$ cat src/rtl/ssq_pkg.sv
package ssq_pkg;
   typedef enum logic {
      ST_RUN = 1'b0,
      ST_RST = 1'b1
   } port_st_e;

   localparam logic [7:0] FIS_TYPE_REG_H2D = 8'h27;

   typedef struct packed {
      logic reg_h2d;
      logic is_cmd;
      logic srst;
   } fis_info_t;
endpackage

$ cat src/rtl/ssq_fis_decode.sv
module ssq_fis_decode
   import ssq_pkg::*;
#(
   parameter int FIS_BYTES = 20,
   parameter int CTRL_IDX  = 15,
   parameter int SRST_BIT  = 2,
   parameter int CFLAG_BIT = 7
) (
   input  logic [FIS_BYTES*8-1:0] fis_data,
   output fis_info_t              info
);
   localparam int FW = FIS_BYTES * 8;

   generate
      if (CTRL_IDX >= FIS_BYTES) begin : g_bad_ctrl
         $error("control byte index outside the FIS");
      end
      if (SRST_BIT > 7 || CFLAG_BIT > 7) begin : g_bad_bit
         $error("bit position outside a byte");
      end
      if (FW < 16) begin : g_bad_len
         $error("FIS too short");
      end
   endgenerate

   logic [7:0] type_b, flag_b, ctrl_b;

   always_comb begin
      type_b = fis_data[7:0];
      flag_b = fis_data[15:8];
      ctrl_b = fis_data[CTRL_IDX*8 +: 8];
      info.reg_h2d = (type_b == FIS_TYPE_REG_H2D);
      info.is_cmd  = flag_b[CFLAG_BIT];
      info.srst    = ctrl_b[SRST_BIT];
   end
endmodule

$ cat src/rtl/ssq_ctrl_fsm.sv
module ssq_ctrl_fsm
   import ssq_pkg::*;
#(
   parameter int SLOT_W = 5
) (
   input  logic              clk,
   input  logic              rst_n,
   input  logic              fis_valid,
   input  fis_info_t         info,
   input  logic              clr_opt,
   input  logic              port_rst_req,
   output port_st_e          state,
   output logic              wipe,
   output logic              clr_en,
   output logic              busy_set
);
   port_st_e state_q;
   logic accept, ctrl_fis, srst_enter, srst_leave;

   always_comb begin
      accept     = fis_valid && info.reg_h2d;
      ctrl_fis   = accept && !info.is_cmd;
      srst_enter = ctrl_fis && info.srst && (state_q == ST_RUN);
      srst_leave = ctrl_fis && !info.srst && (state_q == ST_RST);
      wipe       = port_rst_req || srst_leave;
      clr_en     = srst_enter && clr_opt && !port_rst_req;
      busy_set   = accept && info.is_cmd && (state_q == ST_RUN) && !port_rst_req;
   end

   always_ff @(posedge clk) begin
      if (!rst_n)           state_q <= ST_RUN;
      else if (wipe)        state_q <= ST_RUN;
      else if (srst_enter)  state_q <= ST_RST;
   end

   assign state = state_q;

   p_release_r7: assert property (@(posedge clk) disable iff (!rst_n)
      (fis_valid && info.reg_h2d && !info.is_cmd && !info.srst && state == ST_RST)
      |=> state == ST_RUN);
   p_enter_r5: assert property (@(posedge clk) disable iff (!rst_n)
      (fis_valid && info.reg_h2d && !info.is_cmd && info.srst && state == ST_RUN && !port_rst_req)
      |=> state == ST_RST);
   p_rst_run_r1: assert property (@(posedge clk) disable iff (!rst_n)
      port_rst_req |=> state == ST_RUN);
endmodule

$ cat src/rtl/ssq_slot_map.sv
module ssq_slot_map #(
   parameter int NUM_SLOTS  = 32,
   parameter bit CLEAR_WINS = 1'b1,
   localparam int SLOT_W    = $clog2(NUM_SLOTS)
) (
   input  logic                 clk,
   input  logic                 rst_n,
   input  logic                 wipe,
   input  logic                 set_en,
   input  logic [NUM_SLOTS-1:0] set_mask,
   input  logic                 clr_en,
   input  logic [SLOT_W-1:0]    clr_slot,
   output logic [NUM_SLOTS-1:0] map
);
   generate
      if (NUM_SLOTS < 2 || NUM_SLOTS > 32) begin : g_bad_slots
         $error("slot count must lie in 2..32");
      end
   endgenerate

   for (genvar g = 0; g < NUM_SLOTS; g++) begin : g_slot
      logic hit_clr, hit_set;
      assign hit_clr = clr_en && (clr_slot == SLOT_W'(g));
      assign hit_set = set_en && set_mask[g];
      if (CLEAR_WINS) begin : g_clr_first
         always_ff @(posedge clk) begin
            if (!rst_n || wipe) map[g] <= 1'b0;
            else if (hit_clr)   map[g] <= 1'b0;
            else if (hit_set)   map[g] <= 1'b1;
         end
      end else begin : g_set_first
         always_ff @(posedge clk) begin
            if (!rst_n || wipe) map[g] <= 1'b0;
            else if (hit_set)   map[g] <= 1'b1;
            else if (hit_clr)   map[g] <= 1'b0;
         end
      end
   end

   p_wipe_r1: assert property (@(posedge clk) disable iff (!rst_n)
      wipe |=> map == '0);
   p_clear_wins_r5: assert property (@(posedge clk) disable iff (!rst_n)
      (clr_en && !wipe && CLEAR_WINS) |=> !map[$past(clr_slot)]);
   p_set_r3: assert property (@(posedge clk) disable iff (!rst_n)
      (set_en && !wipe && !clr_en) |=> ((map & $past(set_mask)) == $past(set_mask)));
endmodule

$ cat src/rtl/ssq_port_regs.sv
module ssq_port_regs #(
   parameter int          SLOT_W    = 5,
   parameter logic [15:0] TFD_RESET = 16'h007F,
   parameter logic [31:0] SIG_RESET = 32'hFFFF_FFFF
) (
   input  logic              clk,
   input  logic              rst_n,
   input  logic              wipe,
   input  logic              dev_ready,
   input  logic [7:0]        dev_status,
   input  logic [7:0]        dev_error,
   input  logic [7:0]        dev_cyl_hi,
   input  logic [7:0]        dev_cyl_lo,
   input  logic [7:0]        dev_lba_lo,
   input  logic [7:0]        dev_nsect,
   input  logic              busy_set,
   input  logic              clr_en,
   input  logic [SLOT_W-1:0] fis_slot,
   output logic [15:0]       tf_data,
   output logic [31:0]       port_sig,
   output logic              init_done,
   output logic              emit,
   output logic              busy_v,
   output logic [SLOT_W-1:0] busy_s
);
   logic load;
   assign load = dev_ready && !init_done && !wipe;

   always_ff @(posedge clk) begin
      if (!rst_n || wipe) begin
         tf_data   <= TFD_RESET;
         port_sig  <= SIG_RESET;
         init_done <= 1'b0;
         emit      <= 1'b0;
      end else begin
         emit <= load;
         if (load) begin
            tf_data   <= {dev_error, dev_status};
            port_sig  <= {dev_cyl_hi, dev_cyl_lo, dev_lba_lo, dev_nsect};
            init_done <= 1'b1;
         end
      end
   end

   always_ff @(posedge clk) begin
      if (!rst_n || wipe) begin
         busy_v <= 1'b0;
         busy_s <= '0;
      end else if (clr_en && busy_v && busy_s == fis_slot) begin
         busy_v <= 1'b0;
      end else if (busy_set) begin
         busy_v <= 1'b1;
         busy_s <= fis_slot;
      end
   end

   p_sig_hold_r9: assert property (@(posedge clk) disable iff (!rst_n)
      (init_done && !wipe) |=> ($stable(port_sig) && $stable(tf_data)));
   p_emit_r8: assert property (@(posedge clk) disable iff (!rst_n)
      $rose(init_done) |-> emit);
   p_wipe_r1: assert property (@(posedge clk) disable iff (!rst_n)
      wipe |=> (!init_done && !busy_v && port_sig == SIG_RESET && tf_data == TFD_RESET));
endmodule

$ cat src/rtl/sata_srst_seq.sv
module sata_srst_seq
   import ssq_pkg::*;
#(
   parameter int NUM_SLOTS  = 32,
   parameter int FIS_BYTES  = 20,
   parameter int CTRL_IDX   = 15,
   parameter int SRST_BIT   = 2,
   parameter bit CLEAR_WINS = 1'b1,
   localparam int SLOT_W    = $clog2(NUM_SLOTS),
   localparam int FIS_W     = FIS_BYTES * 8
) (
   input  logic                 clk,
   input  logic                 rst_n,
   input  logic                 issue_wr,
   input  logic [NUM_SLOTS-1:0] issue_mask,
   input  logic                 fis_valid,
   input  logic [FIS_W-1:0]     fis_data,
   input  logic [SLOT_W-1:0]    fis_slot,
   input  logic                 fis_clr_busy,
   input  logic                 port_rst_req,
   input  logic                 dev_ready,
   input  logic [7:0]           dev_status,
   input  logic [7:0]           dev_error,
   input  logic [7:0]           dev_cyl_hi,
   input  logic [7:0]           dev_cyl_lo,
   input  logic [7:0]           dev_lba_lo,
   input  logic [7:0]           dev_nsect,
   output logic [NUM_SLOTS-1:0] cmd_issue,
   output logic [15:0]          tf_data,
   output logic [31:0]          port_sig,
   output logic                 init_d2h_done,
   output logic                 d2h_emit,
   output logic                 in_reset,
   output logic                 busy_valid,
   output logic [SLOT_W-1:0]    busy_slot
);
   fis_info_t info;
   port_st_e  state;
   logic      wipe, clr_en, busy_set;

   ssq_fis_decode #(
      .FIS_BYTES(FIS_BYTES), .CTRL_IDX(CTRL_IDX), .SRST_BIT(SRST_BIT), .CFLAG_BIT(7)
   ) u_dec (
      .fis_data(fis_data), .info(info)
   );

   ssq_ctrl_fsm #(.SLOT_W(SLOT_W)) u_fsm (
      .clk(clk), .rst_n(rst_n), .fis_valid(fis_valid), .info(info),
      .clr_opt(fis_clr_busy), .port_rst_req(port_rst_req), .state(state),
      .wipe(wipe), .clr_en(clr_en), .busy_set(busy_set)
   );

   ssq_slot_map #(.NUM_SLOTS(NUM_SLOTS), .CLEAR_WINS(CLEAR_WINS)) u_map (
      .clk(clk), .rst_n(rst_n), .wipe(wipe), .set_en(issue_wr && !port_rst_req),
      .set_mask(issue_mask), .clr_en(clr_en), .clr_slot(fis_slot), .map(cmd_issue)
   );

   ssq_port_regs #(.SLOT_W(SLOT_W)) u_regs (
      .clk(clk), .rst_n(rst_n), .wipe(wipe), .dev_ready(dev_ready),
      .dev_status(dev_status), .dev_error(dev_error), .dev_cyl_hi(dev_cyl_hi),
      .dev_cyl_lo(dev_cyl_lo), .dev_lba_lo(dev_lba_lo), .dev_nsect(dev_nsect),
      .busy_set(busy_set), .clr_en(clr_en), .fis_slot(fis_slot),
      .tf_data(tf_data), .port_sig(port_sig), .init_done(init_d2h_done),
      .emit(d2h_emit), .busy_v(busy_valid), .busy_s(busy_slot)
   );

   assign in_reset = (state == ST_RST);

   p_no_clear_off_r6: assert property (@(posedge clk) disable iff (!rst_n)
      (fis_valid && !fis_clr_busy && !port_rst_req && !issue_wr && !in_reset)
      |=> cmd_issue == $past(cmd_issue));
   p_emit_ci_r8: assert property (@(posedge clk) disable iff (!rst_n)
      (dev_ready && !fis_valid && !issue_wr && !port_rst_req) |=> $stable(cmd_issue));
endmodule

$ cat config.mk
export PLATFORM = sky130hd
export DESIGN_NAME = sata_srst_seq
export DESIGN_NICKNAME = d
export VERILOG_FILES = /design/src/rtl/ssq_pkg.sv /design/src/rtl/ssq_fis_decode.sv /design/src/rtl/ssq_ctrl_fsm.sv /design/src/rtl/ssq_slot_map.sv /design/src/rtl/ssq_port_regs.sv /design/src/rtl/sata_srst_seq.sv
export SDC_FILE = /design/constraint.sdc
export NUM_CORES = 1
export LEC_CHECK = 0
export ABC_CLOCK_PERIOD_IN_PS = 1700
export BUFFER_PORTS_ARGS = -buffer_cell sky130_fd_sc_hd__buf_4
export CAP_MARGIN = 5
export CORE_AREA = 5 5 129 131
export CTS_BUF_LIST = sky130_fd_sc_hd__clkbuf_4 sky130_fd_sc_hd__clkbuf_8
export DETAILED_ROUTE_END_ITERATION = 12
export DIE_AREA = 0 0 134 136
export GPL_TIMING_DRIVEN = 0
export PLACE_DENSITY = 0.6
export SLEW_MARGIN = 10
export SYNTH_ARGS = -nofsm -noshare
export SYNTH_HDL_FRONTEND = slang
export SYNTH_SLANG_ARGS = --single-unit
$ cat constraint.sdc
create_clock -name clk -period 1.7 [get_ports clk]
set_clock_uncertainty 0.2 [all_clocks]
set_input_delay 0.255 -clock clk [delete_from_list [all_inputs] [get_ports clk]]
set_output_delay 0.255 -clock clk [all_outputs]
set_load 0.03 [all_outputs]
Word-level counts from Yosys, hierarchy flattened
Index checks and enable logic that the tools add are counted.
Word-level totals
  flip-flop bits (word level): 89
  output and inout bits: 89
Cells by class
  equal/unequal tests: 33
  bitwise logic cells: 3
  reductions and logical operators: 124
Operators by type and width (count)
  $eq A5 B5 Y1 const B: 16
  $logic_and A1 B1 Y1: 80
  $reduce_or A2 Y1: 34
  $eq A5 B4 Y1 const B: 8
  $eq A5 B3 Y1 const B: 4
  $eq A5 B2 Y1 const B: 2
  $eq A8 B6 Y1 const B: 1
  $logic_not A1 Y1: 6
  $eq A5 B1 Y1 const B: 1
  $eq A5 B5 Y1: 1
  $logic_not A5 Y1: 1
  $not A1 Y1: 3
  $logic_or A1 B1 Y1: 2
  $reduce_and A2 Y1: 1

Longest topological paths before layout
  word-level depth: 11
  depth in mapped cells: 6
  mapped depth without buffers: 4

Modules after synthesis
Synthesis repeated with hierarchy kept, for this count alone.
Second synthesis, totals
  cells, all modules: 387
  area total of the unflattened synthesis: 3470.8 sq um
By module, submodules not included
  ssq_port_regs: times used 1, cells each 253, area an instance 2048.2 sq um, seq. area each 1121.1 sq um
  ssq_slot_map: times used 1, cells each 118, area an instance 1276.2 sq um, seq. area each 640.6 sq um
  ssq_ctrl_fsm: times used 1, cells each 10, area an instance 90.1 sq um, seq. area each 20.0 sq um
  ssq_fis_decode: times used 1, cells each 5, area an instance 42.5 sq um, seq. area each 0.0 sq um
  sata_srst_seq: times used 1, cells each 1, area an instance 13.8 sq um, seq. area each 0.0 sq um

Worst setup path after synthesis
OpenSTA, ideal clock, no wires.
  path kind: register -> register
  start point: register u_fsm.state_q (netlist: u_fsm.state)
  end point: register u_map.map[4]
  arrival: 1.487 ns
  setup slack: -0.135 ns
  cell stages (with the launch flop): 5
  buffers on the path: 0
  cell sequence: dfxtp_1 nor4bb_1 nand4_2 nor3b_2 a211oi_1
On the way
  cells in the longest elaborated chain, start to end: 6
  elaborated cells between the ends (all ways): 9
RTL lines
  start: declaration: line ssq_ctrl_fsm.sv:17  | port_st_e state_q;
  start signal: assignment: line ssq_ctrl_fsm.sv:31  | if (!rst_n) state_q <= ST_RUN;
  start signal: assignment: line ssq_ctrl_fsm.sv:32  | else if (wipe) state_q <= ST_RUN;
  start signal: assignment: line ssq_ctrl_fsm.sv:33  | else if (srst_enter) state_q <= ST_RST;
  $not A1 Y1: line ssq_ctrl_fsm.sv:23  | srst_enter = ctrl_fis && info.srst && (state_q == ST_RUN);
  $logic_and A1 B1 Y1: line ssq_ctrl_fsm.sv:23
  $logic_and A1 B1 Y1 (2 in a row): line ssq_ctrl_fsm.sv:26  | clr_en = srst_enter && clr_opt && !port_rst_req;
  $logic_and A1 B1 Y1: line ssq_slot_map.sv:23  | assign hit_clr = clr_en && (clr_slot == SLOT_W'(g));
  $reduce_or A2 Y1 (no line) (*)
  end signal: indexed assignment: line ssq_slot_map.sv:27  | if (!rst_n || wipe) map[g] <= 1'b0;
  end signal: indexed assignment: line ssq_slot_map.sv:28  | else if (hit_clr) map[g] <= 1'b0;
  end signal: indexed assignment: line ssq_slot_map.sv:29  | else if (hit_set) map[g] <= 1'b1;
  end: declaration: line ssq_slot_map.sv:13  | output logic [NUM_SLOTS-1:0] map
Every way passes the cells marked *; elsewhere a longest branch is shown, timed or not.
A chain may end at the register's enable or synchronous reset.

Worst setup path in the final report
  start point: register u_fsm.state_q (netlist: u_fsm.state)
  end point: register u_map.map[13]
The elaborated chain is that of the path after synthesis.

==> flow_summary.yaml <==
cts:
  cts.clk_slew.worst_paths_ns: 0.09
  max-clock-path-buffers: 2
  cts-root-buf: "sky130_fd_sc_hd__clkbuf_8"
  cts_buffers: 9
  htree_levels: 3
  tritoncts_clock_tree: "built"
  numClockSinks: 89
  clkLatencyLatePin_ns: 0.37
setup_path:
  critical_path.startpoint_type: "flip-flop"
  timing.critical_path.to_type: "flip-flop"
  critical_path.cell_chain: "nor4bb_4 -> nand4_4 -> buf_4 -> nor2_4 -> buf_12 -> a211oi_1"
  crit_slowest_cell: "sky130_fd_sc_hd__dfxtp_4"
  cp_max_fo: 8
  critical_path_class: "reg -> reg"
  worstPathArrival_ns: 1.76
  critical_path.max_stage_delay_ns: 0.37
  timing.critical_path.required_ns: 1.71
power:
  pwr_density_cell_nw_per_um2: 748
  reported_leakage_power_nw: 2.76
  vdd.ir_drop.worst_mv: 0.354
detailed_routing:
  routedWlPerCell_um: 15.8
  viasPerCell: 4.32
  drt_first_iter_violations: 161
  routed_wirelength_mm: 13.6
  vias: 3726
  drt-pass1-iter-count: 4
  drc: 0
  drt.antenna.violating_nets: 0
cells_and_area:
  layout-drive-gt1-share_pct: 37.6
  multiInputGateArea_um2: 1520
  sequential_cell_area_um2: 1790
  antenna-diode-count: 0
  area_growth_syn_to_layout_pct: 88.8
  fin_nets: 918
  filler_cell_count: 1547
  post_layout_nonfiller_instances: 863
global_route:
  grt_antenna_before_repair: 0
  grt_max_degree: 15
  grt_pass1_wl_mm: 21.3
  globalRoute.totalOverflow: 0
  grt_use_total_pct: 14.9
  vias_in_the_first_global_route: 3987
min_path:
  type_of_the_tightest_min_delay_check: "in -> reg"
yosys:
  seq_area_frac_synth_pct: 54.4
  synth.cell_area_um2: 3270
  total_number_of_yosys_warnings: 0
  synth.most_common_cell: "sky130_fd_sc_hd__nand2_1"
  netlist_instances: 380
  ys_ff_latch: 89
  synth.distinct_cells: 31
  ys_async_sr_fraction_pct: 0
  syn-mean-instance-area_um2: 8.62
  postSynthNetCount: 632
  synth.top_cells.by_count: "sky130_fd_sc_hd__nand2_1 (100), sky130_fd_sc_hd__dfxtp_1 (89), sky130_fd_sc_hd__a21oi_1 (41)"
  post_synth_top_area_cell: "sky130_fd_sc_hd__dfxtp_1"
  synth_top_area_share_pct: 54.4
  ys.flop_type: "sky130_fd_sc_hd__dfxtp_1"
  synth_edf_count: 0
  netlist_top_cells_area: "sky130_fd_sc_hd__dfxtp_1 (54%), sky130_fd_sc_hd__nand2_1 (11%), sky130_fd_sc_hd__a211oi_1 (7.3%)"
timing:
  hold_viol_final: 0
  setup_repair_after_global_routing_missed_its_margin: "true"
  post-route-min-period_ns: 1.75
  finalMaxSlewViolations: 0
  max_freq_mhz: 572
  setup-violations-final: 12
  worst-slew-pin-transition_ns: 1.05
  finalCritPeriodShare_pct: 103
  max_slew_margin_pct: 29.5
  total_negative_setup_slacks_ns: -0.184
  final_setup_margin_ns: -0.0493
flow_run:
  max_cap_viol_count: 0
placement:
  place_inst: 761
  globalplace.congestion: 0.720
  pre_cts_ws_ns: -0.504
  dp_hpwl_mm: 9.83
  placement.io_buffers: 189
floorplan:
  core.rowCount: 46
  die_h_um: 136
  die_w_um: 134
  core_region_area_um2: 15500
  design.die.area_um2: 18200
  top_level_pins: 341
  initial_core_util_pct: 21.1
outcome:
  violated_checks: "setup timing"
  run_status: "finished with violations"
==> layout make-up <==
type | instances | area share (%)
Clock inverter | 5 | 0.870
Buffer | 24 | 1.90
Clock buffer | 11 | 2.45
Inverter | 2 | 0.121
Timing Repair Buffer | 275 | 37.3
Tap cell | 192 | 3.89
Multi-Input combinational cell | 265 | 24.6
Sequential cell | 89 | 28.9
==> registers in the layout, summed over array words and instances, names as in the netlist <==
signal / flops
u_map.map: 32
u_regs.port_sig: 32
u_regs.busy_s: 5
u_regs.emit: 1
u_fsm.state: 1
u_regs.tf_data: 16
u_regs.busy_v: 1
u_regs.init_done: 1
==> cell usage in the layout (no fill, tap or decap), types with 2 or more instances in the layout <==
cell,count
sky130_fd_sc_hd__a211oi_1,18
sky130_fd_sc_hd__a211oi_2,14
sky130_fd_sc_hd__a21oi_1,41
sky130_fd_sc_hd__buf_12,4
sky130_fd_sc_hd__buf_4,195
sky130_fd_sc_hd__clkbuf_1,11
sky130_fd_sc_hd__clkbuf_2,9
sky130_fd_sc_hd__clkbuf_8,11
sky130_fd_sc_hd__clkinv_2,3
sky130_fd_sc_hd__dfxtp_1,88
sky130_fd_sc_hd__dlygate4sd3_1,77
sky130_fd_sc_hd__inv_1,2
sky130_fd_sc_hd__mux2i_1,5
sky130_fd_sc_hd__nand2_1,100
sky130_fd_sc_hd__nand2b_1,3
sky130_fd_sc_hd__nand3_1,40
sky130_fd_sc_hd__nand4_1,2
sky130_fd_sc_hd__nor2_1,13
sky130_fd_sc_hd__nor2b_1,3
sky130_fd_sc_hd__nor3_1,4
sky130_fd_sc_hd__nor3b_4,2
sky130_fd_sc_hd__xor2_1,4
==> routing by layer <==
layer / GRT usage, % / wire length (µm) / up-vias / part of all wire, %
li1: - / - / 1883 / -
met1: 17.7 / 5850 / 1675 / 43
met2: 24.3 / 6210 / 154 / 46
met3: 6.22 / 1370 / 14 / 10
met4: 4.91 / 175 / 0 / 1.3
met5: 0 / 0 / - / 0
==> critical path, delay by kind of cell, from the launching register on <==
kind	cells	cell delay, ns
flip-flops	1	0.37
AND/OR/NAND/NOR	3	0.62
buffers and inverters	2	0.33
AO/OA/AOI/OAI	1	0.07
==> what timing repair did <==
action	in CTS	in global routing
setup buffers	6	3
hold buffers	77	0
pin swaps	5	12
hold endpoints to repair	77	0
gates resized for setup	17	23
endpoints found under the setup margin	59	67
==> through the flow <==
step / util [%] / cell area (µm²) / hold WS (ns) / power (W)
2_1_floorplan: - / 3310 / 0.171 / 0.00259
4_1_cts: 39.4 / 6100 / 0.000393 / 0.00467
6_report: 39.9 / 6180 / 0.0311 / 0.00463
3_5_place_dp: 32.1 / 4960 / 0.249 / 0.00297
5_1_grt: 39.9 / 6180 / 0.0311 / 0.00483
3_3_place_gp: 32.1 / 4960 / 0.243 / 0.00297
==> kinds of logic (layout without fill, tap and decap cells) <==
| kind of cell | count (synthesis) | in the layout | share of synthesized area (%) |
|---|---|---|---|
| flip-flops | 89 | 89 | 54.4 |
| multiplexers | 5 | 5 | 1.53 |
| buffers and inverters | 26 | 317 | 3.13 |
| XOR/XNOR | 5 | 5 | 1.34 |
| AO/OA/AOI/OAI | 77 | 77 | 14.5 |
| AND/OR/NAND/NOR | 178 | 178 | 25.1 |
==> worst paths after layout <==
| check | slack [ns] | depth (start not counted) | to | startpoint |
|---|---|---|---|---|
| min | 0.03 | 3 | u_map.map[26]$_SDFFE_PP0P_ | issue_mask[26] |
| max | -0.05 | 6 | u_map.map[13]$_SDFFE_PP0P_ | u_fsm.state$_SDFFE_PP0N_ |
| min reg2reg | 0.26 | 2 | u_regs.tf_data[10]$_SDFFE_PP0P_ | u_regs.tf_data[10]$_SDFFE_PP0P_ |
| max reg2reg | -0.05 | 6 | u_map.map[13]$_SDFFE_PP0P_ | u_fsm.state$_SDFFE_PP0N_ |
==> power by group <==
| group | switching, W | leakage, nW | internal [W] | total [W] |
|---|---|---|---|---|
| Sequential | 0.0000377 | 0.727 | 0.00215 | 0.00219 |
| Combinational | 0.000455 | 1.92 | 0.000448 | 0.000903 |
| Clock | 0.000781 | 0.109 | 0.000755 | 0.00154 |
Power figures use the tool's default switching activity.
